### src/rtl/dcache_maint_ctrl.sv
module dcache_maint_ctrl #(
  parameter int ADDR_W = 16,
  parameter int IDX_W  = 3,
  parameter int OFF_W  = 4
) (
  input  logic              clk,
  input  logic              rst_n,
  input  logic              reg_wr,
  input  logic [2:0]        reg_sel,
  input  logic [ADDR_W-1:0] reg_wdata,
  output logic [1:0]        ctrl_rdata,
  input  logic              fill_en,
  input  logic [ADDR_W-1:0] fill_addr,
  input  logic              fill_dirty,
  input  logic [ADDR_W-1:0] probe_addr,
  output logic              probe_hit,
  output logic              probe_dirty,
  output logic              wb_req,
  output logic [ADDR_W-1:0] wb_addr,
  input  logic              wb_ack
);
  localparam int SETS  = 1 << IDX_W;
  localparam int TAG_W = ADDR_W - IDX_W - OFF_W;

  localparam logic [2:0] SEL_CTRL    = 3'd0;
  localparam logic [2:0] SEL_INV_ALL = 3'd1;
  localparam logic [2:0] SEL_WB_ALL  = 3'd2;
  localparam logic [2:0] SEL_INV_LN  = 3'd3;
  localparam logic [2:0] SEL_WB_LN   = 3'd4;

  typedef enum logic [1:0] {S_IDLE, S_SCAN, S_WB} state_t;

  state_t                 state;
  logic [SETS-1:0]        valid, dirty;
  logic [TAG_W-1:0]       tags [SETS];
  logic [IDX_W-1:0]       idx;
  logic                   inv_mode, op_inv, op_all;

  logic                   busy;
  logic [IDX_W-1:0]       cmd_idx, fill_idx, prb_idx;
  logic [TAG_W-1:0]       cmd_tag, fill_tag, prb_tag;
  logic                   cmd_hit;

  assign busy       = (state != S_IDLE);
  assign ctrl_rdata = {busy, inv_mode};

  assign cmd_idx  = reg_wdata[OFF_W +: IDX_W];
  assign cmd_tag  = reg_wdata[ADDR_W-1 -: TAG_W];
  assign fill_idx = fill_addr[OFF_W +: IDX_W];
  assign fill_tag = fill_addr[ADDR_W-1 -: TAG_W];
  assign prb_idx  = probe_addr[OFF_W +: IDX_W];
  assign prb_tag  = probe_addr[ADDR_W-1 -: TAG_W];

  assign cmd_hit     = valid[cmd_idx] && (tags[cmd_idx] == cmd_tag);
  assign probe_hit   = valid[prb_idx] && (tags[prb_idx] == prb_tag);
  assign probe_dirty = probe_hit && dirty[prb_idx];

  assign wb_req  = (state == S_WB);
  assign wb_addr = {tags[idx], idx, {OFF_W{1'b0}}};

  always_ff @(posedge clk) begin
    if (!rst_n) begin
      state    <= S_IDLE;
      valid    <= '0;
      dirty    <= '0;
      idx      <= '0;
      inv_mode <= 1'b0;
      op_inv   <= 1'b0;
      op_all   <= 1'b0;
      for (int i = 0; i < SETS; i++) tags[i] <= '0;
    end else begin
      if (reg_wr && reg_sel == SEL_CTRL) inv_mode <= reg_wdata[0];
      case (state)
        S_IDLE: begin
          if (fill_en) begin
            valid[fill_idx] <= 1'b1;
            dirty[fill_idx] <= fill_dirty;
            tags[fill_idx]  <= fill_tag;
          end
          if (reg_wr) begin
            case (reg_sel)
              SEL_INV_ALL: if (reg_wdata[0]) begin
                if (inv_mode) begin
                  state <= S_SCAN; idx <= '0; op_inv <= 1'b1; op_all <= 1'b1;
                end else begin
                  valid <= '0; dirty <= '0;
                end
              end
              SEL_WB_ALL: if (reg_wdata[0]) begin
                state <= S_SCAN; idx <= '0; op_inv <= 1'b0; op_all <= 1'b1;
              end
              SEL_INV_LN: if (cmd_hit) begin
                if (inv_mode && dirty[cmd_idx]) begin
                  state <= S_WB; idx <= cmd_idx; op_inv <= 1'b1; op_all <= 1'b0;
                end else begin
                  valid[cmd_idx] <= 1'b0; dirty[cmd_idx] <= 1'b0;
                end
              end
              SEL_WB_LN: if (cmd_hit && dirty[cmd_idx]) begin
                state <= S_WB; idx <= cmd_idx; op_inv <= 1'b0; op_all <= 1'b0;
              end
              default: ;
            endcase
          end
        end
        S_SCAN: begin
          if (valid[idx] && dirty[idx]) begin
            state <= S_WB;
          end else begin
            if (op_inv) valid[idx] <= 1'b0;
            if (&idx) state <= S_IDLE;
            else idx <= idx + 1'b1;
          end
        end
        S_WB: begin
          if (wb_ack) begin
            dirty[idx] <= 1'b0;
            if (op_inv) valid[idx] <= 1'b0;
            if (!op_all || &idx) state <= S_IDLE;
            else begin
              idx   <= idx + 1'b1;
              state <= S_SCAN;
            end
          end
        end
        default: state <= S_IDLE;
      endcase
    end
  end

  p_req_hold_r10: assert property (@(posedge clk) disable iff (!rst_n)
    wb_req && !wb_ack |=> wb_req && $stable(wb_addr));

  p_req_busy_r6: assert property (@(posedge clk) disable iff (!rst_n)
    wb_req |-> ctrl_rdata[1]);

  p_walk_clean_r3: assert property (@(posedge clk) disable iff (!rst_n)
    $fell(busy) && op_all |-> (valid & dirty) == '0);

  p_wait_frozen_r9: assert property (@(posedge clk) disable iff (!rst_n)
    wb_req && !wb_ack |=> $stable(valid));

  p_discard_quiet_r4: assert property (@(posedge clk) disable iff (!rst_n)
    !busy && reg_wr && reg_sel == SEL_INV_ALL && reg_wdata[0] && !inv_mode
    |=> !busy && valid == '0);
endmodule

### config.mk
export PLATFORM = sky130hd
export DESIGN_NAME = dcache_maint_ctrl
export DESIGN_NICKNAME = d
export VERILOG_FILES = /design/src/rtl/dcache_maint_ctrl.sv
export SDC_FILE = /design/constraint.sdc
export NUM_CORES = 1
export LEC_CHECK = 0
export BUFFER_PORTS_ARGS = -buffer_cell sky130_fd_sc_hd__buf_2
export CORE_UTILIZATION = 50
export DETAILED_ROUTE_END_ITERATION = 6
export PLACE_DENSITY_LB_ADDON = 0.05
export SETUP_SLACK_MARGIN = 0.1
export SLEW_MARGIN = 15
export SYNTH_ARGS = -nofsm -noshare
export SYNTH_HDL_FRONTEND = slang
export SYNTH_SLANG_ARGS = --single-unit
export TNS_END_PERCENT = 100
### constraint.sdc
create_clock -name clk -period 3.5 [get_ports clk]
set_input_delay 0.175 -clock clk [delete_from_list [all_inputs] [get_ports clk]]
set_output_delay 0.175 -clock clk [all_outputs]
set_load 0.02 [all_outputs]
* Word level (Yosys, flattened, before mapping)
Memories as Yosys holds them, arrays and structs flattened. A register that Yosys moved wholly into a read port is not among the register bits. Index checks and enable logic that the tools add are counted.
Cells by class: add/sub/neg operators 1, magnitude comparators 7, equality and inequality tests 27, muxes and demuxes 90, bitwise gates (word level) 7, reductions and logical operators 25
Operator list (count):
- 8-bit two-way mux | 20
- 8-bit one-hot mux with 2 select lines | 3
- 3-bit two-way mux | 14
- 8-bit bitwise AND | 4
- 1-bit two-way mux | 25
- 8-bit one-hot mux with 3 select lines | 1
- 3-bit != test, second input constant | 7
- 2-bit two-way mux | 10
- 2-bit != test, second input constant | 10
- 1-bit binary-select mux with 3-bit select | 6
- 9-bit equality test | 2
- 3-bit by 4-bit less-than comparator with 1-bit output, second input constant | 4
- 8-bit inverter | 2
- 13-bit AND reduction | 1
- 3-bit one-hot mux with 4 select lines | 1
- 1-bit logical AND | 10
- 10-bit AND reduction | 1
- 1-bit demux with 3-bit select | 3
- 3-bit by 1-bit greater-or-equal comparator with 1-bit output, second input constant | 3
- 9-bit two-way mux | 1
- 3-bit one-hot mux with 3 select lines | 1
- 9-bit AND reduction | 1
- 9-bit OR reduction | 1
- 8-bit bitwise mux | 1
- other kinds (21) | 25
Storage, ports and cells: register bits 24, memory bits (writable) 72, input port bits 57, output and inout port bits 21, word-level logic and storage cells 165, memories kept 1
Memory list:
- tags | words 8, width 9, read ports 3, clocked after memory_dff 1, write ports 8, RTL line 35 | logic [TAG_W-1:0] tags [SETS];

* Longest topological paths before layout
Gate-level depths: netlist of the first run.
word-level depth 14, gate-level depth with buffers 10, depth with buffers taken out 8

* Least setup slack after synthesis of the first run
OpenSTA, ideal clock, no wires.
path kind flip-flop to flip-flop, start point register idx[1], end point register valid[6], library setup time 92 ps, arrival 2589 ps, required time 3408 ps, path slack 819 ps, cell stages (with the launch flop) 9, buffers on the path 1, period minus slack after synthesis 2681 ps, cells stage by stage dfxtp_1 -> clkbuf_1 -> mux4_2 -> mux2i_1 -> nor2b_1 -> and2_1 -> nor3_1 -> a21oi_1 -> o32ai_1
On the way: cells in the longest elaborated chain, start to end 9, elaborated cells on any way between the ends 18, classes of those cells order compare: 2; eq/ne: 1; mux: 10; bitwise: 2; reduce/logical: 3
RTL lines:
- start: declaration | RTL line 36 | logic [IDX_W-1:0] idx;
- start signal: assignment | RTL line 112 | else idx <= idx + 1'b1;
- start signal: assignment | RTL line 121 | idx <= idx + 1'b1;
- 3-bit by 4-bit less-than comparator with 1-bit output (not written as such) or 3-bit by 1-bit greater-or-equal comparator with 1-bit output (tied branches) | RTL line 110, 118
- 1-bit logical AND (not written as such) | RTL line 110, 118
- 1-bit two-way mux (not written as such) | RTL line 110, 118
- 1-bit demux with 3-bit select | RTL line 110, 118
- 8-bit inverter (no source line)
- 8-bit bitwise AND (no source line)
- 8-bit two-way mux | RTL line 110, 118
- 8-bit two-way mux (on tied branches) | RTL line 116, 107
- 8-bit one-hot mux with 3 select lines | RTL line 73 | case (state)
- end signal: indexed assignment | RTL line 76 | valid[fill_idx] <= 1'b1;
- end signal: indexed assignment | RTL line 110 | if (op_inv) valid[idx] <= 1'b0;
- end signal: indexed assignment | RTL line 118 | if (op_inv) valid[idx] <= 1'b0;
- end: declaration | RTL line 34 | logic [SETS-1:0] valid, dirty;
Parallel ways exist; a longest one is shown, timed or not. The select of a mux whose other input is x is not followed. A chain may end at the register's enable or synchronous reset.

==> out/results.tsv, run 1 <==
stage	metric	value	unit
run_status	run status	completed	
global_routing	largest net degree at the start of global routing	23	
worst_setup_path	cells along the critical path	mux4_2, mux2i_1, xor2_1, o2111ai_1, nor4_4, o211ai_2, a221oi_1	
global_routing	vias in the first global route	5267	
worst_setup_path	R2R setup slack	0.67	ns
route	DR vias	5308	
route	Vias per Instance	6.42	
sta	fmax	353	MHz
clock_network	Inserted Clock Buffers	9	
yosys	number of synthesized flops with an enable pin	72	
yosys	XOR/XNOR Fraction of Synth Area	0.0230	
yosys	Post-synth top flop	edfxtp_1	
worst_setup_path	crit-path max FO	4	
route	drt wl/cell	24.4	µm
worst_hold_path	worst hold path class	in2reg	
clock_network	post_cts resized	0	
yosys	library cells used by synthesis	59	
yosys	Synthesis Warnings	0	
sta	Clock Skews	0.0103	ns
floorplan	Core Footprint	13300	µm²
route	1st-iter DRT viols	448	
floorplan	Core Rows	42	
clock_network	H-Tree Depth	3	
place	Inst Count DP	811	
global_routing	initial antenna violation count	0	
yosys	Synth top area share	0.315	
layout	Layout Cells excl Fill	827	
floorplan	num ports	78	
yosys	compound-cell area share of the yosys netlist	0.105	
worst_setup_path	Setup CP Type	reg2reg	
sta	RSZ-0062 raised after global routing	no	
global_routing	total grt overflow	0	
clock_network	Clock Latency Late Sink	0.36	ns
sta	part of the cycle the worst path needs	0.810	
yosys	multiplexer share of the synthesized area	0.265	
worst_setup_path	CP arrival	3.09	ns
yosys	cell taking the most area after synthesis	edfxtp_1	
power_and_ir_drop	P per Cell Area	437	nW/µm²
layout	Reg area	2700	µm²
sta	slew of the pin with the lowest slew margin	1.00	ns
sta	Hold Slack	0.104	ns
yosys	top cells by area, synth	edfxtp_1 (31%), mux4_2 (19%), dfxtp_1 (7.9%)	
layout	layout cell share with drive strength beyond 1	0.264	
layout	Finished Core Util	0.573	
place	port bufs	62	
worst_setup_path	crit-path max cell delay	0.49	ns
sta	final setup fails	0	
worst_setup_path	CP required	3.76	ns
clock_network	CTS Root Cell	clkbuf_16	
place	RePlAce Congestion	0.877	
sta	max-slew violations	0	
worst_setup_path	Slowest-stage cell, CP	mux4_2	
layout	P&R area growth vs syn	11.0	%
yosys	synthesized netlist cell count	595	
power_and_ir_drop	Worst VDD drop	0.000253	V
clock_network	Clock Path Buffers	2	
yosys	largest family of logic cells by synthesized area	multiplexers	
yosys	Yosys reg bits	99	
sta	Setup TNS	0	ns
floorplan	Initial Utilization	0.516	
yosys	Avg Inst Size Synth	11.5	µm²
floorplan	die width	119	µm
clock_network	CTS tree	done	
power_and_ir_drop	Lkg Pwr	2.78	nW
route	Detail Route Antenna Nets	0	
clock_network	# Post-CTS Setup Buffers	0	
place	post-DP HPWL	14.5	mm
yosys	top-count cell post-synth	and2_1	
route	final WL	20.2	mm
clock_network	clk slew on worst S/H paths	0.07	ns
power_and_ir_drop	total power	3.33	mW
clock_network	clk sinks	99	
worst_setup_path	CP endpoint kind	register	
global_routing	Tot GR Track Use	0.296	
yosys	Post-Syn Area	6870	µm²
yosys	Synth Area in Adders	0.0109	
flow_run	Max Cap Violations	0	
floorplan	Die Ht	119	µm
route	DRC	0	
sta	final hold violation count	0	
layout	Filler cells	1142	
yosys	Synth Area in Simple Gates	0.166	
worst_setup_path	startpoint types	register	
route	drt first pass iters	5	
yosys	asr flop ratio synth	0	
global_routing	first-pass GRT wire length	30.7	mm
yosys	Synth top cells by count	and2_1 (74), edfxtp_1 (72), mux4_2 (58)	
layout	Final Net Count	709	
clock_network	Hold-fix buffers, CTS	0	
yosys	register area share after synthesis	0.394	
layout	area of the multi-input gates	3930	µm²
sta	Final min period	2.83	ns
floorplan	die area	14200	µm²
layout	n_diodes	0	
sta	max_slew headroom	0.330	
worst paths after layout:
| path | start | endpoint | cells past startpoint |
|---|---|---|---|
| min | reg_wdata[0] | inv_mode$_SDFFE_PN0P_ | 3 |
| max | tags[4][6]$_SDFFCE_PN0P_ | idx[0]$_SDFFE_PN0P_ | 7 |
| min reg2reg | op_all$_SDFFE_PN0P_ | op_all$_SDFFE_PN0P_ | 2 |
| max reg2reg | tags[4][6]$_SDFFCE_PN0P_ | idx[0]$_SDFFE_PN0P_ | 7 |
layout by cell type (no fill, tap or decap), drive strengths merged, types with 12 or more instances in the layout:
cell type,count
mux2i,39
o211ai,12
a21oi,33
buf,81
o21ai,15
xnor2,14
nor3,16
and2,74
nor2,26
edfxtp,72
dfxtp,27
nand2,28
mux4,58
cells by family after synthesis:
logic type               count (synthesis)
AND/OR/NAND/NOR                        203
multiplexers                           108
AO/OA/AOI/OAI                          107
flip-flops                              99
buffers and inverters                   53
XOR/XNOR                                18
adder cells (fa/ha/maj)                  6
other                                    1
sequential cells by signal (all words and copies together), names as in the netlist, named ones only:
| name | flops |
|---|---|
| op_all | 1 |
| valid | 8 |
| inv_mode | 1 |
| tags | 72 |
| state | 2 |
| op_inv | 1 |
| idx | 3 |
| dirty | 8 |
metal layers:
layer	global-route usage	share of wire	routed length [µm]	up-vias
met2	0.466	0.46	9270	288
met4	0.103	0.021	423	0
met5	0	0	0	-
li1	-	-	-	2400
met1	0.398	0.42	8520	2593
met3	0.0752	0.098	1990	27
metrics by stage:
| stage | instance area [µm²] | setup WS, ns |
|---|---|---|
| finish | 7620 | 0.666 |
| floorplan | 6880 | 0.819 |
| global route | 7620 | 0.498 |
| global placement | 7340 | 0.439 |
| CTS | 7620 | 0.664 |
| detailed placement | 7340 | 0.410 |
worst max-delay path, delay by kind of cell (launching register included):
kind                      cells  cell delay [ns]
AOI/OAI and AO/OA             3             0.87
xor gates and xnor gates      1             0.36
DFF                           1             0.44
muxes                         2             0.66
and+or+nand+nor               1             0.42
cell type report:
cell class / instances / area share
Multi-Input combinational cell: 446 / 0.516
Tap cell: 176 / 0.0289
Clock buffer: 9 / 0.0296
Inverter: 9 / 0.00443
Timing Repair Buffer: 81 / 0.0595
Clock inverter: 7 / 0.00673
Sequential cell: 99 / 0.355
where the power goes:
group          internal (mW)  switching (mW)  total [mW]
Combinational          0.383           0.561       0.944
Sequential              1.34          0.0991        1.44
Clock                  0.488           0.465       0.953
Power figures use the tool's default switching activity.
==> inputs of run 2 (changes only) <==
--- a/config.mk
+++ b/config.mk
@@ -5,6 +5,7 @@
 export SDC_FILE = /design/constraint.sdc
 export NUM_CORES = 1
 export LEC_CHECK = 0
+export ABC_AREA = 1
 export BUFFER_PORTS_ARGS = -buffer_cell sky130_fd_sc_hd__buf_2
 export CORE_UTILIZATION = 50
 export DETAILED_ROUTE_END_ITERATION = 6
==> constraint.sdc (replaced) <==
create_clock -name clk -period 2.65 [get_ports clk]
set_input_delay 0.1325 -clock clk [delete_from_list [all_inputs] [get_ports clk]]
set_output_delay 0.1325 -clock clk [all_outputs]
set_load 0.02 [all_outputs]
==> out/results.tsv, run 2 <==
stage	metric	value	unit
yosys	synthesized netlist cell count	1093	
layout	finished layout cell area	8110	µm²
floorplan	num ports	78	
sta	RSZ-0062 raised after global routing	no	
clock_network	Inserted Clock Buffers	9	
yosys	top cells by area, synth	edfxtp_1 (30%), nand2_1 (13%), o21ai_0 (9.0%)	
layout	largest registers	tags x72, dirty x8, valid x8	
worst_setup_path	CP endpoint kind	primary output	
yosys	Avg Inst Size Synth	6.58	µm²
layout	most frequent cells in the layout	nand2_1 (245), nor2_1 (154), o21ai_0 (128), inv_1 (125), a21oi_1 (95)	
power_and_ir_drop	Lkg Pwr	3.64	nW
power_and_ir_drop	sequential power share	0.302	
power_and_ir_drop	clock group share of total power	0.210	
sta	part of the cycle the worst path needs	0.873	
place	RePlAce Congestion	0.936	
layout	layout cell share with drive strength beyond 1	0.113	
sta	max_slew headroom	0.558	
power_and_ir_drop	internal power	3.74	mW
yosys	Yosys reg bits	99	
clock_network	clk slew on worst S/H paths	0.07	ns
power_and_ir_drop	sw frac	0.449	
worst_setup_path	crit-path max FO	2	
worst_setup_path	Buf/Inv on CP	2	
sta	final setup fails	0	
clock_network	CTS Root Cell	clkbuf_16	
clock_network	CTS tree	done	
worst_setup_path	Slowest-stage cell, CP	edfxtp_1	
floorplan	Die Ht	122	µm
worst_setup_path	Setup CP Type	reg2out	
global_routing	vias in the first global route	6123	
route	Detail Route Antenna Nets	0	
sta	fmax	432	MHz
run_status	run status	completed	
route	DRC	0	
clock_network	# Post-CTS Setup Buffers	0	
place	post-DP HPWL	17.3	mm
route	drt first pass iters	5	
worst_setup_path	crit-path max cell delay	0.43	ns
yosys	asr flop ratio synth	0	
layout	most common cell after layout, fill and taps aside	nand2_1	
yosys	Synth top cells by count	nand2_1 (245), nor2_1 (154), o21ai_0 (129)	
worst_setup_path	CP dominant cell by count	o21ai_0	
worst_setup_path	cells along the critical path	inv_1, a21oi_1, o21ai_0, o21ai_0, o21ai_1, o21ai_0, a211oi_1, nand4_1, nor3_1, buf_2	
route	DR vias	7424	
sta	Setup TNS	0	ns
global_routing	initial antenna violation count	0	
yosys	library cells used by synthesis	36	
sta	max-slew violations	0	
route	drt wl/cell	17.0	µm
power_and_ir_drop	Worst VDD drop	0.000657	V
sta	Final min period	2.31	ns
floorplan	Core Footprint	13900	µm²
clock_network	Clock Path Buffers	2	
flow_run	Max Cap Violations	0	
floorplan	Initial Utilization	0.516	
clock_network	post_cts resized	0	
yosys	register area share after synthesis	0.376	
sta	slew of the pin with the lowest slew margin	0.662	ns
clock_network	Clock Latency Late Sink	0.36	ns
yosys	Synth top area share	0.300	
route	final WL	22.6	mm
global_routing	total grt overflow	0	
floorplan	die area	14900	µm²
clock_network	H-Tree Depth	3	
route	Vias per Instance	5.57	
sta	final hold violation count	0	
power_and_ir_drop	Combinational Power Share	0.488	
worst_setup_path	CP required	2.52	ns
yosys	Post-synth top flop	edfxtp_1	
power_and_ir_drop	P per Cell Area	836	nW/µm²
global_routing	largest net degree at the start of global routing	54	
layout	n_diodes	0	
yosys	Synthesis Warnings	0	
clock_network	Hold-fix buffers, CTS	0	
clock_network	clk sinks	99	
yosys	number of synthesized flops with an enable pin	72	
worst_setup_path	cell family with most CP delay	compound AO/OA/AOI/OAI gates	
place	dpl cell area	7780	µm²
layout	Top reg by flops	tags	
global_routing	first-pass GRT wire length	34.8	mm
layout	P&R area growth vs syn	12.7	%
floorplan	die width	122	µm
route	1st-iter DRT viols	928	
floorplan	Core Rows	43	
yosys	cell taking the most area after synthesis	edfxtp_1	
worst_hold_path	worst hold path class	in2reg	
worst_setup_path	startpoint types	register	
place	port bufs	62	
global_routing	Tot GR Track Use	0.312	
yosys	Post-Syn Area	7200	µm²
worst_setup_path	CP arrival	2.18	ns
yosys	top-count cell post-synth	nand2_1	
sta	Clock Skews	0.0110	ns
layout	max reg flops	72	
power_and_ir_drop	NetSw	3.04	mW
layout	Final Net Count	1211	
run 2: cell count changes after synthesis, moves of 39 or more:
cell | previous run | this run
inv_1 | 7 | 125
a21oi_1 | 33 | 95
nand3_1 | 10 | 84
nand2_1 | 28 | 245
and2_1 | 74 | 0
nor2_1 | 26 | 154
mux4_2 | 58 | 0
o21ai_0 | 10 | 129
mux2i_1 | 39 | 0
run 2: path summary, 6_finish.rpt:
path | cells past startpoint | slack (ns) | to | from
hold / removal | 4 | 0.07 | inv_mode$_SDFFE_PN0P_ | reg_sel[0]
setup / recovery | 10 | 0.34 | probe_dirty | tags[5][7]$_SDFFCE_PN0P_
hold reg to reg | 2 | 0.53 | op_inv$_SDFFE_PN0P_ | op_inv$_SDFFE_PN0P_
setup reg to reg | 15 | 0.38 | dirty[7]$_SDFFE_PN0P_ | tags[1][1]$_SDFFCE_PN0P_
run 2: kinds of logic (layout without fill, tap and decap cells):
| kind of cell | Yosys count | count (layout) | share of synthesized area |
|---|---|---|---|
| adders and majority gates | 6 | 6 | 0.0104 |
| buffers and inverters | 195 | 252 | 0.109 |
| xor gates and xnor gates | 7 | 7 | 0.00852 |
| DFF | 99 | 99 | 0.376 |
| other | 1 | 4 | 0.000521 |
| AOI/OAI and AO/OA | 274 | 274 | 0.207 |
| and+or+nand+nor | 511 | 511 | 0.290 |
run 2: layout make-up:
type	instances	area, µm²
flip-flops and latches	99	2700
inverters	133	499
well taps	180	225
clock buffers	9	225
multi-input cells	802	3720
fillers	1402	5830
clock inverters	7	103
repair buffers	103	631
run 2: power groups by stage:
| stage | combinational, mW | clock, mW | sequential, mW |
|---|---|---|---|
| after floorplan | 2.27 | 0 | 2.05 |
| after global placement | 3.22 | 0 | 2.07 |
| after detailed placement | 3.23 | 0 | 2.07 |
| after CTS | 3.25 | 1.43 | 2.04 |
| after global routing | 3.67 | 1.48 | 2.07 |
| final | 3.31 | 1.42 | 2.05 |
run 2: metal layers:
| layer | global-route usage | part of all wire | vias up | routed length, µm |
|---|---|---|---|---|
| met4 | 0.0478 | 0.0067 | 0 | 151 |
| li1 | - | - | 3724 | - |
| met2 | 0.417 | 0.40 | 392 | 8950 |
| met3 | 0.0735 | 0.11 | 15 | 2550 |
| met1 | 0.503 | 0.49 | 3293 | 11000 |
| met5 | 0 | 0 | - | 0 |
run 2: metrics by stage:
stage	hold slack (ns)	instances	total power, mW	utilization	setup slack, ns
6_report	0.0697	1333	6.78	0.582	0.338
5_1_grt	0.0877	1333	7.22	0.582	0.128
4_1_cts	0.0657	1333	6.72	0.582	0.262
3_5_place_dp	0.444	1317	5.30	0.558	0.272
3_3_place_gp	0.441	1317	5.28	0.558	0.308
2_1_floorplan	0.297	1096	4.32	-	0.635
run 2: worst reg2reg max path, cell delays in order (launching register included):
cell and delay (ns):
edfxtp_1 0.38, inv_1 0.19, nand2_1 0.08, nand3_1 0.08
nand2_1 0.07, o21ai_1 0.14, nand2_1 0.07, nor2_1 0.11
nand2_1 0.06, nor2_1 0.09, buf_4 0.15, nand2_1 0.12
a21oi_4 0.28, nand2_1 0.15, a21oi_1 0.15, nor2_1 0.05
